`src/rtl/rxaf_pkg.sv`:
```
package rxaf_pkg;

    localparam logic [31:0] CRC_POLY = 32'hEDB88320;

    typedef enum logic [1:0] {
        ST_IDLE   = 2'd0,
        ST_HASH   = 2'd1,
        ST_DECIDE = 2'd2
    } rxaf_state_e;

    typedef struct packed {
        logic ia;
        logic bcast;
        logic mcast;
        logic hash;
        logic prom;
    } rxaf_en_t;

    localparam logic [15:0] SW_BASE   = 16'h0004;
    localparam logic [15:0] SW_RXOK   = 16'h0100;
    localparam logic [15:0] SW_MCAST  = 16'h0200;
    localparam logic [15:0] SW_HASHED = 16'h0040;
    localparam logic [15:0] SW_IA     = 16'h0400;
    localparam logic [15:0] SW_BCAST  = 16'h0800;
    localparam logic [15:0] SW_CRCERR = 16'h1000;
    localparam logic [15:0] SW_RUNT   = 16'h2000;
    localparam logic [15:0] SW_LONG   = 16'h4000;

endpackage

```
`src/rtl/rxaf_crc_step.sv`:
```
module rxaf_crc_step #(
    parameter logic [31:0] POLY = rxaf_pkg::CRC_POLY
) (
    input  logic [31:0] crc_in,
    input  logic [7:0]  data_in,
    output logic [31:0] crc_out
);
    logic [31:0] c;

    always_comb begin
        c = crc_in;
        for (int i = 0; i < 8; i++) begin
            if (c[0] ^ data_in[i]) c = (c >> 1) ^ POLY;
            else                   c = c >> 1;
        end
        crc_out = c;
    end
endmodule

```
`src/rtl/rxaf_hash_mask.sv`:
```
module rxaf_hash_mask #(
    parameter  int MASK_BYTES = 8,
    localparam int SEL_W      = $clog2(MASK_BYTES),
    localparam int MASK_BITS  = MASK_BYTES * 8
) (
    input  logic                 clk,
    input  logic                 rst_n,
    input  logic                 wr_en,
    input  logic [SEL_W-1:0]     wr_sel,
    input  logic [7:0]           wr_byte,
    output logic [MASK_BITS-1:0] mask
);
    logic [MASK_BITS-1:0] mask_d, mask_q;

    for (genvar g = 0; g < MASK_BYTES; g++) begin : g_lane
        assign mask_d[g*8 +: 8] = (wr_en && wr_sel == SEL_W'(g)) ? wr_byte : mask_q[g*8 +: 8];
    end

    always_ff @(posedge clk or negedge rst_n) begin
        if (!rst_n) mask_q <= '0;
        else        mask_q <= mask_d;
    end

    assign mask = mask_q;
endmodule

```
`src/rtl/rxaf_decide.sv`:
```
module rxaf_decide
    import rxaf_pkg::*;
#(
    parameter  int ADDR_BYTES = 6,
    parameter  int MASK_BITS  = 64,
    parameter  int LEN_W      = 16,
    parameter  int MIN_LEN    = 64,
    parameter  int MAX_LEN    = 1518,
    localparam int AW         = ADDR_BYTES * 8,
    localparam int IDX_W      = $clog2(MASK_BITS)
) (
    input  logic [AW-1:0]        dst,
    input  logic [AW-1:0]        station,
    input  logic [31:0]          crc,
    input  logic [MASK_BITS-1:0] mask,
    input  rxaf_en_t             en,
    input  logic                 crc_err,
    input  logic [LEN_W-1:0]     len,
    output logic                 accept,
    output logic [15:0]          status
);
    logic [IDX_W-1:0] idx;
    logic ia_m, bc_m, hit, f_bc, f_mc, f_h;

    assign idx  = crc[31 -: IDX_W];
    assign hit  = mask[idx];
    assign ia_m = (dst == station);
    assign bc_m = &dst;

    always_comb begin
        accept = 1'b0;
        f_bc   = 1'b0;
        f_mc   = 1'b0;
        f_h    = 1'b0;
        if (ia_m && (en.ia || en.prom)) begin
            accept = 1'b1;
        end else if (bc_m) begin
            f_bc   = 1'b1;
            accept = en.bcast || en.prom;
        end else if (hit) begin
            if (dst[7]) begin
                f_mc   = 1'b1;
                accept = en.mcast || en.prom;
            end else begin
                f_h    = 1'b1;
                accept = en.hash || en.prom;
            end
        end else begin
            accept = en.prom;
        end

        status = SW_BASE;
        if (accept) begin
            status = status | SW_RXOK;
            if (f_mc) status = status | SW_MCAST;
            if (f_h) begin
                status = status | SW_HASHED | (16'(idx) << 9);
            end else begin
                if (ia_m)                       status = status | SW_IA;
                if (f_bc)                       status = status | SW_BCAST;
                if (crc_err)                    status = status | SW_CRCERR;
                if (len < LEN_W'(MIN_LEN))      status = status | SW_RUNT;
                if (len > LEN_W'(MAX_LEN))      status = status | SW_LONG;
            end
        end
    end
endmodule

```
`src/rtl/rx_addr_filter.sv`:
```
module rx_addr_filter
    import rxaf_pkg::*;
#(
    parameter  int ADDR_BYTES = 6,
    parameter  int MASK_BYTES = 8,
    parameter  int LEN_W      = 16,
    parameter  int MIN_LEN    = 64,
    parameter  int MAX_LEN    = 1518,
    localparam int AW         = ADDR_BYTES * 8,
    localparam int SEL_W      = $clog2(MASK_BYTES),
    localparam int MASK_BITS  = MASK_BYTES * 8,
    localparam int CNT_W      = $clog2(ADDR_BYTES)
) (
    input  logic             clk,
    input  logic             rst_n,
    input  logic             start,
    input  logic [AW-1:0]    dst_addr,
    input  logic [LEN_W-1:0] frame_len,
    input  logic             crc_err,
    input  logic [AW-1:0]    station_addr,
    input  logic             en_ia,
    input  logic             en_bcast,
    input  logic             en_mcast,
    input  logic             en_hash,
    input  logic             en_prom,
    input  logic             mask_wr,
    input  logic [SEL_W-1:0] mask_sel,
    input  logic [7:0]       mask_byte,
    output logic             done,
    output logic             accept,
    output logic [15:0]      status
);
    typedef struct packed {
        rxaf_state_e      st;
        logic [CNT_W-1:0] cnt;
        logic [AW-1:0]    dst;
        logic [AW-1:0]    station;
        logic [LEN_W-1:0] len;
        logic             crc_err;
        rxaf_en_t         en;
        logic [31:0]      crc;
        logic             done;
        logic             accept;
        logic [15:0]      status;
    } ctl_t;

    ctl_t                 ctl_d, ctl_q;
    logic [MASK_BITS-1:0] hash_mask;
    logic [31:0]          crc_next;
    logic [7:0]           cur_byte;
    logic                 dec_accept;
    logic [15:0]          dec_status;

    rxaf_hash_mask #(.MASK_BYTES(MASK_BYTES)) u_mask (
        .clk(clk), .rst_n(rst_n), .wr_en(mask_wr), .wr_sel(mask_sel),
        .wr_byte(mask_byte), .mask(hash_mask)
    );

    assign cur_byte = ctl_q.dst[{ctl_q.cnt, 3'b000} +: 8];

    rxaf_crc_step u_crc (.crc_in(ctl_q.crc), .data_in(cur_byte), .crc_out(crc_next));

    rxaf_decide #(
        .ADDR_BYTES(ADDR_BYTES), .MASK_BITS(MASK_BITS), .LEN_W(LEN_W),
        .MIN_LEN(MIN_LEN), .MAX_LEN(MAX_LEN)
    ) u_decide (
        .dst(ctl_q.dst), .station(ctl_q.station), .crc(ctl_q.crc), .mask(hash_mask),
        .en(ctl_q.en), .crc_err(ctl_q.crc_err), .len(ctl_q.len),
        .accept(dec_accept), .status(dec_status)
    );

    always_comb begin
        ctl_d      = ctl_q;
        ctl_d.done = 1'b0;
        case (ctl_q.st)
            ST_IDLE: begin
                if (start) begin
                    ctl_d.st      = ST_HASH;
                    ctl_d.cnt     = '0;
                    ctl_d.dst     = dst_addr;
                    ctl_d.station = station_addr;
                    ctl_d.len     = frame_len;
                    ctl_d.crc_err = crc_err;
                    ctl_d.en      = '{ia: en_ia, bcast: en_bcast, mcast: en_mcast,
                                      hash: en_hash, prom: en_prom};
                    ctl_d.crc     = '1;
                end
            end
            ST_HASH: begin
                ctl_d.crc = crc_next;
                if (ctl_q.cnt == CNT_W'(ADDR_BYTES - 1)) ctl_d.st  = ST_DECIDE;
                else                                    ctl_d.cnt = ctl_q.cnt + 1'b1;
            end
            ST_DECIDE: begin
                ctl_d.done   = 1'b1;
                ctl_d.accept = dec_accept;
                ctl_d.status = dec_status;
                ctl_d.st     = ST_IDLE;
            end
            default: ctl_d.st = ST_IDLE;
        endcase
    end

    always_ff @(posedge clk or negedge rst_n) begin
        if (!rst_n) ctl_q <= '0;
        else        ctl_q <= ctl_d;
    end

    assign done   = ctl_q.done;
    assign accept = ctl_q.accept;
    assign status = ctl_q.status;
endmodule

```
`config.mk`:
```
export PLATFORM = sky130hd
export DESIGN_NAME = rx_addr_filter
export DESIGN_NICKNAME = d
export VERILOG_FILES = /design/src/rtl/rxaf_pkg.sv /design/src/rtl/rxaf_crc_step.sv /design/src/rtl/rxaf_hash_mask.sv /design/src/rtl/rxaf_decide.sv /design/src/rtl/rx_addr_filter.sv
export SDC_FILE = /design/constraint.sdc
export NUM_CORES = 1
export LEC_CHECK = 0
export ABC_CLOCK_PERIOD_IN_PS = 3800
export BUFFER_PORTS_ARGS = -buffer_cell sky130_fd_sc_hd__buf_2
export CAP_MARGIN = 20
export CORE_MARGIN = 3
export CORE_UTILIZATION = 37
export DETAILED_ROUTE_END_ITERATION = 7
export GPL_ROUTABILITY_DRIVEN = 0
export HOLD_SLACK_MARGIN = 0.06
export PLACE_DENSITY = 0.64
export SYNTH_ARGS = -nofsm -noshare
export SYNTH_HDL_FRONTEND = slang
export SYNTH_SLANG_ARGS = --single-unit
```
`constraint.sdc`:
```
create_clock -name clk -period 3.8 [get_ports clk]
set_input_delay 0.19 -clock clk [delete_from_list [all_inputs] [get_ports clk]]
set_output_delay 0.19 -clock clk [all_outputs]
set_load 0.02 [all_outputs]
```
==> impl_metrics.py, run 1 <==
metrics = {
    "placement": {
        "place_area_sq_um": 12600,
        "hpwl_mm": 21.4,
        "portBuffers": 143,
    },
    "floorplan": {
        "design.core.area_sq_um": 30700,
        "num_rows": 64,
        "io_pins": 151,
        "die-area_sq_um": 33600,
        "die_y_microns": 183,
        "die_w_microns": 183,
        "initial_core_util": 0.378,
    },
    "logic_synthesis": {
        "yosys_warnings": 0,
        "synth-edff-count": 0,
        "ys_seq_area_frac": 0.493,
        "syn-instance-count": 1148,
        "synth_area_sq_um": 11600,
        "synth-seq-cells": 229,
        "synthFlopType": "dfrtp_1",
        "syn_area_per_cell_sq_um": 10.1,
        "synth_cell_types": 60,
        "synthArstFlopShare": 1.00,
    },
    "sta": {
        "timing.final.max_slew_violations": 0,
        "fmax_mhz": 310,
        "finClkSkew_ns": 0.0176,
        "final.setup.tns_ns": 0,
        "rsz0062_at_grt": "false",
        "finalCritPeriodShare": 0.848,
        "hold_viol": 0,
        "layout_min_cycle_time_ns": 3.22,
        "relSlewSlack": 0.332,
        "tightest_slew_ns": 0.994,
        "setup_viol": 0,
    },
    "detailed_routing": {
        "via_count": 9157,
        "wirelength_mm": 32.2,
        "drt-wirelength-per-cell_microns": 17.9,
        "drc": 0,
        "first_pass_iters": 7,
        "ant_nets": 0,
        "dr.first_iter.drc_count": 656,
        "viasPerCell": 5.08,
    },
    "clocking": {
        "htree_levels": 1,
        "worstSkewPairLatency_ns": 0.53,
        "clockBufferDepth": 3,
        "clock_sinks": 229,
        "cts_tree": "done",
        "clk_pin_slew_worst_paths_ns": 0.06,
        "cts.repair.resized": 0,
        "cts_inserted_buffers": 26,
        "root_buffer": "clkbuf_16",
    },
    "finish": {
        "finalNetCount": 1522,
        "area_delta_synth_final_pct": 26.4,
        "final_area_sq_um": 14700,
        "drive_gt1_frac": 0.210,
        "fillerInstances": 2776,
        "n_antenna_cell": 0,
    },
    "grt": {
        "grt_max_degree": 100,
        "grt_busiest_layer": "met2",
        "use_met1": 0.256,
        "antenna_found_initial": 1,
        "grt_overflow": 0,
        "grt_pass1_vias": 9348,
        "met3_usage": 0.0288,
        "grt_usage": 0.188,
        "grt_use_met2": 0.312,
        "grt_pass1_wl_mm": 51.0,
    },
    "setup_path": {
        "cp_slowest_stage_delay_ns": 0.88,
        "worstPathMaxFanout": 33,
        "crit_required_ns": 4.24,
        "crit_type": "flip-flop to flip-flop",
        "path_buf_inv": 0,
        "cpMaxStageDelayCell": "dfrtp_1",
        "path_delay_family": "XOR/XNOR gates",
        "cp.arrival_ns": 3.66,
        "cp-end-kind": "flip-flop",
        "path_cells": "or3b_2 -> mux2i_1 -> nor4bb_2 -> xnor2_4 -> xnor2_1 -> xnor3_1 -> a21oi_1",
        "worstSetupStartpointType": "flip-flop",
    },
    "power": {
        "power.total_mw": 15.4,
        "ir_drop_uv": 909,
        "p_leak_nw": 7.09,
        "power_density_nw_per_um2": 1050,
    },
    "flow_run": {
        "maxCapViolCount": 0,
    },
    "min_path": {
        "hold_class": "input pin to flip-flop",
    },
    "run_status": {
        "status": "finished clean",
    },
}
==> synthesized netlist by cell type (3+ instances only) <==
cell type,number,area [sq um]
nand2_1,387,1450
dfrtp_1,229,5730
mux2_2,64,721
xor2_1,57,499
mux2i_1,52,521
clkbuf_1,32,120
xnor2_1,32,280
nor2_1,28,105
a21oi_1,22,110
nand4_1,21,131
nor3_1,20,100
buf_4,18,135
nor4_1,15,93.8
buf_1,14,52.6
o211ai_1,13,97.6
o21ai_0,13,65.1
a22oi_1,10,75.1
buf_2,8,40.0
nor2b_1,8,50.1
xnor3_1,8,180
mux4_2,7,158
nand2b_1,7,43.8
nand3_1,7,35.0
nor3b_1,7,52.6
nand3b_1,6,45.0
inv_1,5,18.8
xnor2_2,5,81.3
and2_1,3,18.8
nand4b_1,3,26.3
nor4bb_1,3,30.0
or3b_2,3,26.3
==> cell type report <==
cell class                 count  area (sq um)  share of cell area
clock buffer                  39           791              0.0538
clock inverter                 9          82.6             0.00562
inverter                       6          22.5             0.00153
multi-input combinational    843          5490               0.374
sequential                   229          5730               0.390
tap                          396           495              0.0337
timing repair buffer         281          2070               0.141
==> state kept, by name, summed over array words and instances (netlist names) <==
signal,flops
u_mask.mask,64
status,9
ctl_q,155
done,1
==> metal layers <==
metal,wire (microns),up-vias
li1,-,4323
met1,14200,4477
met2,15200,292
met3,1840,63
met4,942,2
met5,13,-
==> worst reg2reg max path, stage by stage, from the launching register on <==
cell and delay (ns):
dfrtp_1 0.88, or3b_2 0.26, mux2i_1 0.08, nor4bb_2 0.68, xnor2_4 0.24, xnor2_1 0.38, xnor3_1 0.46, a21oi_1 0.15
==> final timing paths <==
kind | start | end | slack, ns | cells after the start
setup / recovery | ctl_q[170]$_DFFE_PN0P_ | ctl_q[42]$_DFFE_PN0P_ | 0.58 | 7
hold / removal | mask_byte[0] | u_mask.mask[56]$_DFFE_PN0P_ | 0.08 | 2
setup reg to reg | ctl_q[170]$_DFFE_PN0P_ | ctl_q[42]$_DFFE_PN0P_ | 0.58 | 7
hold reg to reg | ctl_q[69]$_DFFE_PN0P_ | ctl_q[69]$_DFFE_PN0P_ | 0.47 | 2
max in group asynchronous | rst_n | ctl_q[33]$_DFFE_PN0P_ | 2.47 | 3
min in group asynchronous | rst_n | ctl_q[104]$_DFFE_PN0P_ | 0.28 | 2
==> cells in the final DEF (no fill, tap or decap), types with 3 or more instances in the layout <==
cell	instances
nand2_1	386
dfrtp_1	229
buf_2	144
dlygate4sd3_1	119
mux2_2	64
xor2_1	57
mux2i_1	52
xnor2_1	32
nor2_1	28
clkbuf_16	27
a21oi_1	22
nand4_1	21
nor3_1	20
nor4_1	15
buf_4	15
o211ai_1	13
o21ai_0	13
a22oi_1	10
nor2b_1	8
xnor3_1	8
nand2b_1	7
nor3b_1	7
nand3_1	7
mux4_2	7
conb_1	7
clkbuf_8	7
nand3b_1	6
inv_1	5
xnor2_2	5
clkbuf_1	5
clkinv_2	4
nand4b_1	3
or3b_2	3
==> logic make-up after synthesis <==
group                      after synthesis  synth area share
xor gates and xnor gates               107             0.101
other                                    1          0.000323
buffers and inverters                   82            0.0373
and+or+nand+nor                        523             0.195
muxes                                  125             0.125
DFF                                    229             0.493
adders and majority gates                2           0.00215
AOI/OAI and AO/OA                       79            0.0465
==> report_power, final <==
part | internal [mW] | switching, mW
registers | 3.51 | 1.12
logic | 4.32 | 3.95
clock network | 1.51 | 1.00
total | 9.34 | 6.07
==> metrics by stage <==
stage | hold WS [ns] | instances | worst slack, ns | util
final | 0.0836 | 1803 | 0.578 | 0.478
after global routing | 0.0784 | 1803 | 0.392 | 0.478
after CTS | 0.0629 | 1800 | 0.572 | 0.477
after detailed placement | 0.268 | 1633 | 0.608 | 0.410
after global placement | 0.260 | 1633 | 0.669 | 0.410
after floorplan | -0.106 | 1154 | 1.20 | -
==> timing repair <==
action	in CTS	in global routing
hold endpoints to repair	215	0
hold buffers	119	0
setup buffers	0	0
Power figures use the tool's default switching activity.
==> run 2: changes to the inputs <==
- ABC_CLOCK_PERIOD_IN_PS: 3800 -> 2600
- PLACE_DENSITY: 0.64 -> 0.66
- clock period: 3.8 -> 2.6 ns (I/O delays scaled with it)
==> run 2 against run 1 <==
Net effect:
- die area is the same
- core utilization grew 2.8 points
- maximum frequency grew 27%
- via count grew 4.6%
- non-clock buffer count grew 88
- setup slack lost 0.52 ns
- first-iteration DRC count grew 11%
- critical path depth shrank 1
- sequential cell count is the same
- wire length grew 5.8%
==> impl_metrics.py, run 2 (same netlist as run 1, synthesis figures left out) <==
metrics = {
    "sta": {
        "hold_viol": 0,
        "finClkSkew_ns": 0.0196,
        "layout_min_cycle_time_ns": 2.54,
        "setup_slack_ns": 0.0564,
        "setup_viol": 0,
        "relSlewSlack": 0.554,
        "fmax_mhz": 393,
        "finalCritPeriodShare": 0.978,
        "timing.final.max_slew_violations": 0,
        "rsz0062_at_grt": "true",
        "tightest_slew_ns": 0.669,
        "final.setup.tns_ns": 0,
        "holdWs_ns": 0.170,
    },
    "clocking": {
        "cts_tree": "done",
        "worstSkewPairLatency_ns": 0.54,
        "htree_levels": 1,
        "root_buffer": "clkbuf_16",
        "cts_inserted_buffers": 26,
        "clockBufferDepth": 3,
        "clk_pin_slew_worst_paths_ns": 0.06,
        "clock_sinks": 229,
    },
    "floorplan": {
        "initial_core_util": 0.378,
        "die_y_microns": 183,
        "num_rows": 64,
        "die-area_sq_um": 33600,
        "design.core.area_sq_um": 30700,
        "io_pins": 151,
        "die_w_microns": 183,
    },
    "setup_path": {
        "crit_type": "flip-flop to flip-flop",
        "crit_required_ns": 3.05,
        "worstSetupStartpointType": "flip-flop",
        "path_cells": "mux4_2 -> a21oi_4 -> xnor2_4 -> xnor3_2 -> xor3_1 -> o21ai_2",
        "critPathLaunch": "ctl_q[168]$_DFFE_PN0P_",
        "cp-end-kind": "flip-flop",
        "crit_path_end": "ctl_q[36]$_DFFE_PN0P_",
        "worstPathMaxFanout": 6,
        "path_delay_family": "XOR/XNOR gates",
        "cp_slowest_stage_delay_ns": 0.56,
        "cpMaxStageDelayCell": "mux4_2",
        "r2r-end": "ctl_q[36]$_DFFE_PN0P_",
        "rr_startpoint": "ctl_q[168]$_DFFE_PN0P_",
        "cp_num_cells": 6,
        "reg2regPathDepth": 6,
        "r2r_setup_slack_ns": 0.06,
        "path_buf_inv": 0,
        "cp.arrival_ns": 3.00,
    },
    "grt": {
        "grt_overflow": 0,
        "antenna_found_initial": 0,
        "grt_usage": 0.197,
        "grt_pass1_vias": 9622,
        "grt_max_degree": 85,
        "grt_pass1_wl_mm": 53.1,
    },
    "detailed_routing": {
        "drc": 0,
        "via_count": 9579,
        "drt-wirelength-per-cell_microns": 18.0,
        "first_pass_iters": 6,
        "viasPerCell": 5.07,
        "dr.first_iter.drc_count": 725,
        "ant_nets": 0,
        "wirelength_mm": 34.1,
    },
    "power": {
        "ir_drop_uv": 1270,
        "power_frac_seq": 0.258,
        "pwr-share-comb": 0.601,
        "power.total_mw": 25.1,
        "swShare": 0.386,
        "p_int_mw": 15.4,
        "power_density_nw_per_um2": 1610,
        "p_clk_frac": 0.141,
        "p_leak_nw": 7.56,
        "p_sw_mw": 9.68,
    },
    "finish": {
        "area_delta_synth_final_pct": 34.0,
        "final_common_cell": "nand2_1",
        "mostFrequentLayoutCells": "nand2_1, dfrtp_1, buf_2, dlygate4sd3_1, buf_4",
        "finalNetCount": 1610,
        "drive_gt1_frac": 0.262,
        "largest_reg_flops": 155,
        "largest_register": "ctl_q",
        "n_antenna_cell": 0,
        "finalNonFillerCells": 1890,
        "final_util": 0.506,
        "final_area_sq_um": 15600,
        "fillerInstances": 2687,
    },
    "placement": {
        "dp_slack_ns": -0.0929,
        "place_area_sq_um": 13200,
        "dp.cells": 1703,
        "portBuffers": 143,
        "hpwl_mm": 22.6,
    },
    "min_path": {
        "hold_class": "input pin to flip-flop",
    },
    "flow_run": {
        "maxCapViolCount": 0,
    },
    "run_status": {
        "status": "finished clean",
    },
}
run 2: changes by cell type in the layout (fill, tap and decap cells not counted), sizes merged:
cell | before | now
clkinvlp | 2 | 0
clkbuf | 39 | 38
dlygate4sd3 | 119 | 127
inv | 7 | 6
buf | 162 | 242
clkinv | 5 | 8
run 2: worst register-to-register path, delay by kind of cell, from the launching register on:
family	cells	cell delay, ns
AO/OA/AOI/OAI	2	0.34
flip-flops	1	0.44
multiplexers	1	0.56
XOR/XNOR	3	1.13
run 2: cell type report:
type | count | area [sq um] | share of cell area
multi-input cells | 843 | 5630 | 0.362
clock buffers | 38 | 736 | 0.0473
flip-flops and latches | 229 | 5730 | 0.368
inverters | 6 | 22.5 | 0.00145
clock inverters | 9 | 88.8 | 0.00571
well taps | 396 | 495 | 0.0318
repair buffers | 369 | 2860 | 0.184
run 2: worst min-delay path by stage:
stage,cells after the start,to,start,slack [ns]
3_5_place_dp,1,ctl_q[99]$_DFFE_PN0P_,rst_n,0.17
6_report,4,ctl_q[22]$_DFFE_PN0P_,start,0.17
5_1_grt,4,ctl_q[24]$_DFFE_PN0P_,start,0.21
4_1_cts,4,ctl_q[22]$_DFFE_PN0P_,start,0.16
3_3_place_gp,1,ctl_q[99]$_DFFE_PN0P_,rst_n,0.17
2_1_floorplan,0,ctl_q[100]$_DFFE_PN0P_,rst_n,-0.17
run 2: timing repair:
action                                  in CTS  in global routing
resized for setup                            4                 26
hold endpoints to repair                   260                  0
hold buffers                               127                  0
endpoints found under the setup margin      13                 21
pin swaps                                    0                 13
buffers inserted                             1                 12
run 2: power by group through the flow:
| stage | Combinational (mW) | Sequential (mW) | Clock (mW) |
|---|---|---|---|
| after floorplan | 10.1 | 6.09 | 0 |
| after global placement | 13.5 | 6.45 | 0 |
| after detailed placement | 13.7 | 6.48 | 0 |
| after CTS | 14.1 | 6.44 | 3.62 |
| after global routing | 16.4 | 6.64 | 3.76 |
| final | 15.1 | 6.47 | 3.54 |
run 2: per-layer routing:
| metal | part of all wire | routed length, microns | GRT usage |
|---|---|---|---|
| met1 | 0.43 | 14500 | 0.265 |
| met2 | 0.47 | 16100 | 0.331 |
| met3 | 0.063 | 2150 | 0.0298 |
| met4 | 0.038 | 1290 | 0.0637 |
| met5 | 0 | 0 | 0 |
==> run 3: changes to the inputs <==
- ABC_CLOCK_PERIOD_IN_PS: 2600 -> 2500
- PLACE_DENSITY: 0.66 -> 0.64
- clock period: 2.6 -> 2.5 ns (I/O delays scaled with it)
==> run 3 against run 2 <==
Net effect:
- the flow now finishes with violations (negative setup slack)
- setup slack got worse by 0.062 ns
- register-to-register slack got worse by 0.06 ns
- sequential share of layout area decreased by 0.81 points
- combinational power increased by 16%
- die area unchanged
- critical path type unchanged
- largest cell class unchanged
- highest routed layer is now met5
==> impl_metrics.py, run 3 (same netlist as run 1, synthesis figures left out) <==
metrics = {
    "run_status": {
        "status": "complete, but fails checks",
        "violations": "negative setup slack",
    },
    "sta": {
        "finalCritPeriodShare": 1.00,
        "layout_min_cycle_time_ns": 2.51,
        "relSlewSlack": 0.523,
        "fmax_mhz": 399,
        "rsz0062_at_grt": "true",
        "timing.final.max_slew_violations": 0,
        "final.setup.tns_ns": -0.00549,
        "setup_slack_ns": -0.00549,
        "finClkSkew_ns": 0.0153,
        "setup_viol": 1,
        "hold_viol": 0,
        "tightest_slew_ns": 0.715,
    },
    "grt": {
        "grt_usage": 0.202,
        "grt_overflow": 0,
        "antenna_found_initial": 3,
        "grt_max_degree": 89,
        "grt_pass1_wl_mm": 54.0,
        "grt_pass1_vias": 9818,
    },
    "setup_path": {
        "r2r_setup_slack_ns": -0.005,
        "cp.arrival_ns": 2.96,
        "cp-end-kind": "flip-flop",
        "crit_required_ns": 2.95,
        "worstPathMaxFanout": 6,
        "worstSetupStartpointType": "flip-flop",
        "crit_type": "flip-flop to flip-flop",
    },
    "min_path": {
        "hold_class": "input pin to flip-flop",
    },
    "detailed_routing": {
        "first_pass_iters": 5,
        "ant_nets": 0,
        "drt-wirelength-per-cell_microns": 18.1,
        "wirelength_mm": 34.6,
        "drc": 0,
        "via_count": 9674,
        "viasPerCell": 5.06,
        "dr.first_iter.drc_count": 627,
    },
    "finish": {
        "final_common_cell": "nand2_1",
        "finalNetCount": 1632,
        "drive_gt1_frac": 0.283,
        "area_delta_synth_final_pct": 37.0,
        "largest_reg_flops": 155,
        "mostFrequentLayoutCells": "nand2_1, dfrtp_1, buf_2, dlygate4sd3_1, buf_4",
        "largest_register": "ctl_q",
    },
    "clocking": {
        "worstSkewPairLatency_ns": 0.54,
        "cts_inserted_buffers": 26,
        "root_buffer": "clkbuf_16",
        "htree_levels": 1,
        "cts_tree": "done",
        "clock_sinks": 229,
        "clk_pin_slew_worst_paths_ns": 0.06,
        "clockBufferDepth": 3,
    },
    "flow_run": {
        "maxCapViolCount": 0,
    },
    "floorplan": {
        "die_y_microns": 183,
        "design.core.area_sq_um": 30700,
        "io_pins": 151,
        "num_rows": 64,
        "initial_core_util": 0.378,
        "die-area_sq_um": 33600,
        "die_w_microns": 183,
    },
    "power": {
        "power.total_mw": 28.0,
        "power_density_nw_per_um2": 1760,
        "p_leak_nw": 7.72,
        "ir_drop_uv": 1410,
    },
    "placement": {
        "hpwl_mm": 23.3,
        "portBuffers": 143,
    },
}
## run 3: cell count changes in the layout (fill, tap and decap cells not counted), moves of 3 or more
cell,previous run,this run
buf_4,89,94
buf_6,0,17
clkbuf_1,8,5
mux2i_1,50,44
mux2i_2,2,6
xnor2_1,29,24
xnor2_2,5,9
## run 3: cell type report
type | count | area [sq um]
timing repair buffer | 391 | 3090
fill | 2630 | 14800
clock buffer | 36 | 738
tap | 396 | 495
sequential | 229 | 5730
clock inverter | 9 | 110
antenna | 2 | 5.00
multi-input combinational | 843 | 5710
inverter | 6 | 22.5
## run 3: worst paths after layout
kind	start	endpoint	depth (start not counted)
worst max-delay path	ctl_q[170]$_DFFE_PN0P_	ctl_q[39]$_DFFE_PN0P_	10
worst min-delay path	start	ctl_q[36]$_DFFE_PN0P_	4
worst max register to register	ctl_q[170]$_DFFE_PN0P_	ctl_q[39]$_DFFE_PN0P_	10
worst min register to register	status[2]$_DFFE_PN0P_	status[2]$_DFFE_PN0P_	1
max in group asynchronous	rst_n	ctl_q[44]$_DFFE_PN0P_	3
min in group asynchronous	rst_n	ctl_q[96]$_DFFE_PN0P_	2
## run 3: timing repair
| item | CTS | global route |
|---|---|---|
| setup buffers | 10 | 6 |
| gates resized for setup | 26 | 33 |
| setup endpoints to repair | 32 | 27 |
| endpoints found under the hold margin | 266 | 0 |
| pin swaps | 14 | 16 |
| hold buffers | 127 | 0 |
## run 3: through the flow
step	setup slack, ns	instance area (sq um)	instances	util	hold WS, ns
2_1_floorplan	-0.0814	11700	1154	-	-0.171
3_3_place_gp	-0.249	13400	1725	0.436	0.194
3_5_place_dp	-0.238	13400	1725	0.436	0.193
4_1_cts	-0.0152	15700	1906	0.512	0.0898
5_1_grt	-0.107	15900	1911	0.517	0.134
6_report	-0.00549	15900	1912	0.518	0.0997
## run 3: layer usage
layer | GRT usage | part of all wire
met1 | 0.263 | 0.43
met2 | 0.341 | 0.48
met3 | 0.0290 | 0.048
met4 | 0.0789 | 0.040
met5 | 0 | 0.00038
## run 3: worst max-delay path, stage by stage, from the launching register on
cell and delay [ns]:
dfrtp_1 0.38, buf_4 0.16, or3b_2 0.47, mux2i_2 0.22, nor4bb_4 0.08, buf_6 0.15
xnor2_4 0.22, xnor2_2 0.14, buf_4 0.15, xnor3_1 0.29, a21oi_1 0.14
## run 3: power breakdown
part           total [mW]  switching (mW)  internal [mW]
sequential           6.72            1.37           5.35
clock                3.78            1.52           2.26
combinational        17.5            7.77           9.72
total                28.0            10.7           17.3
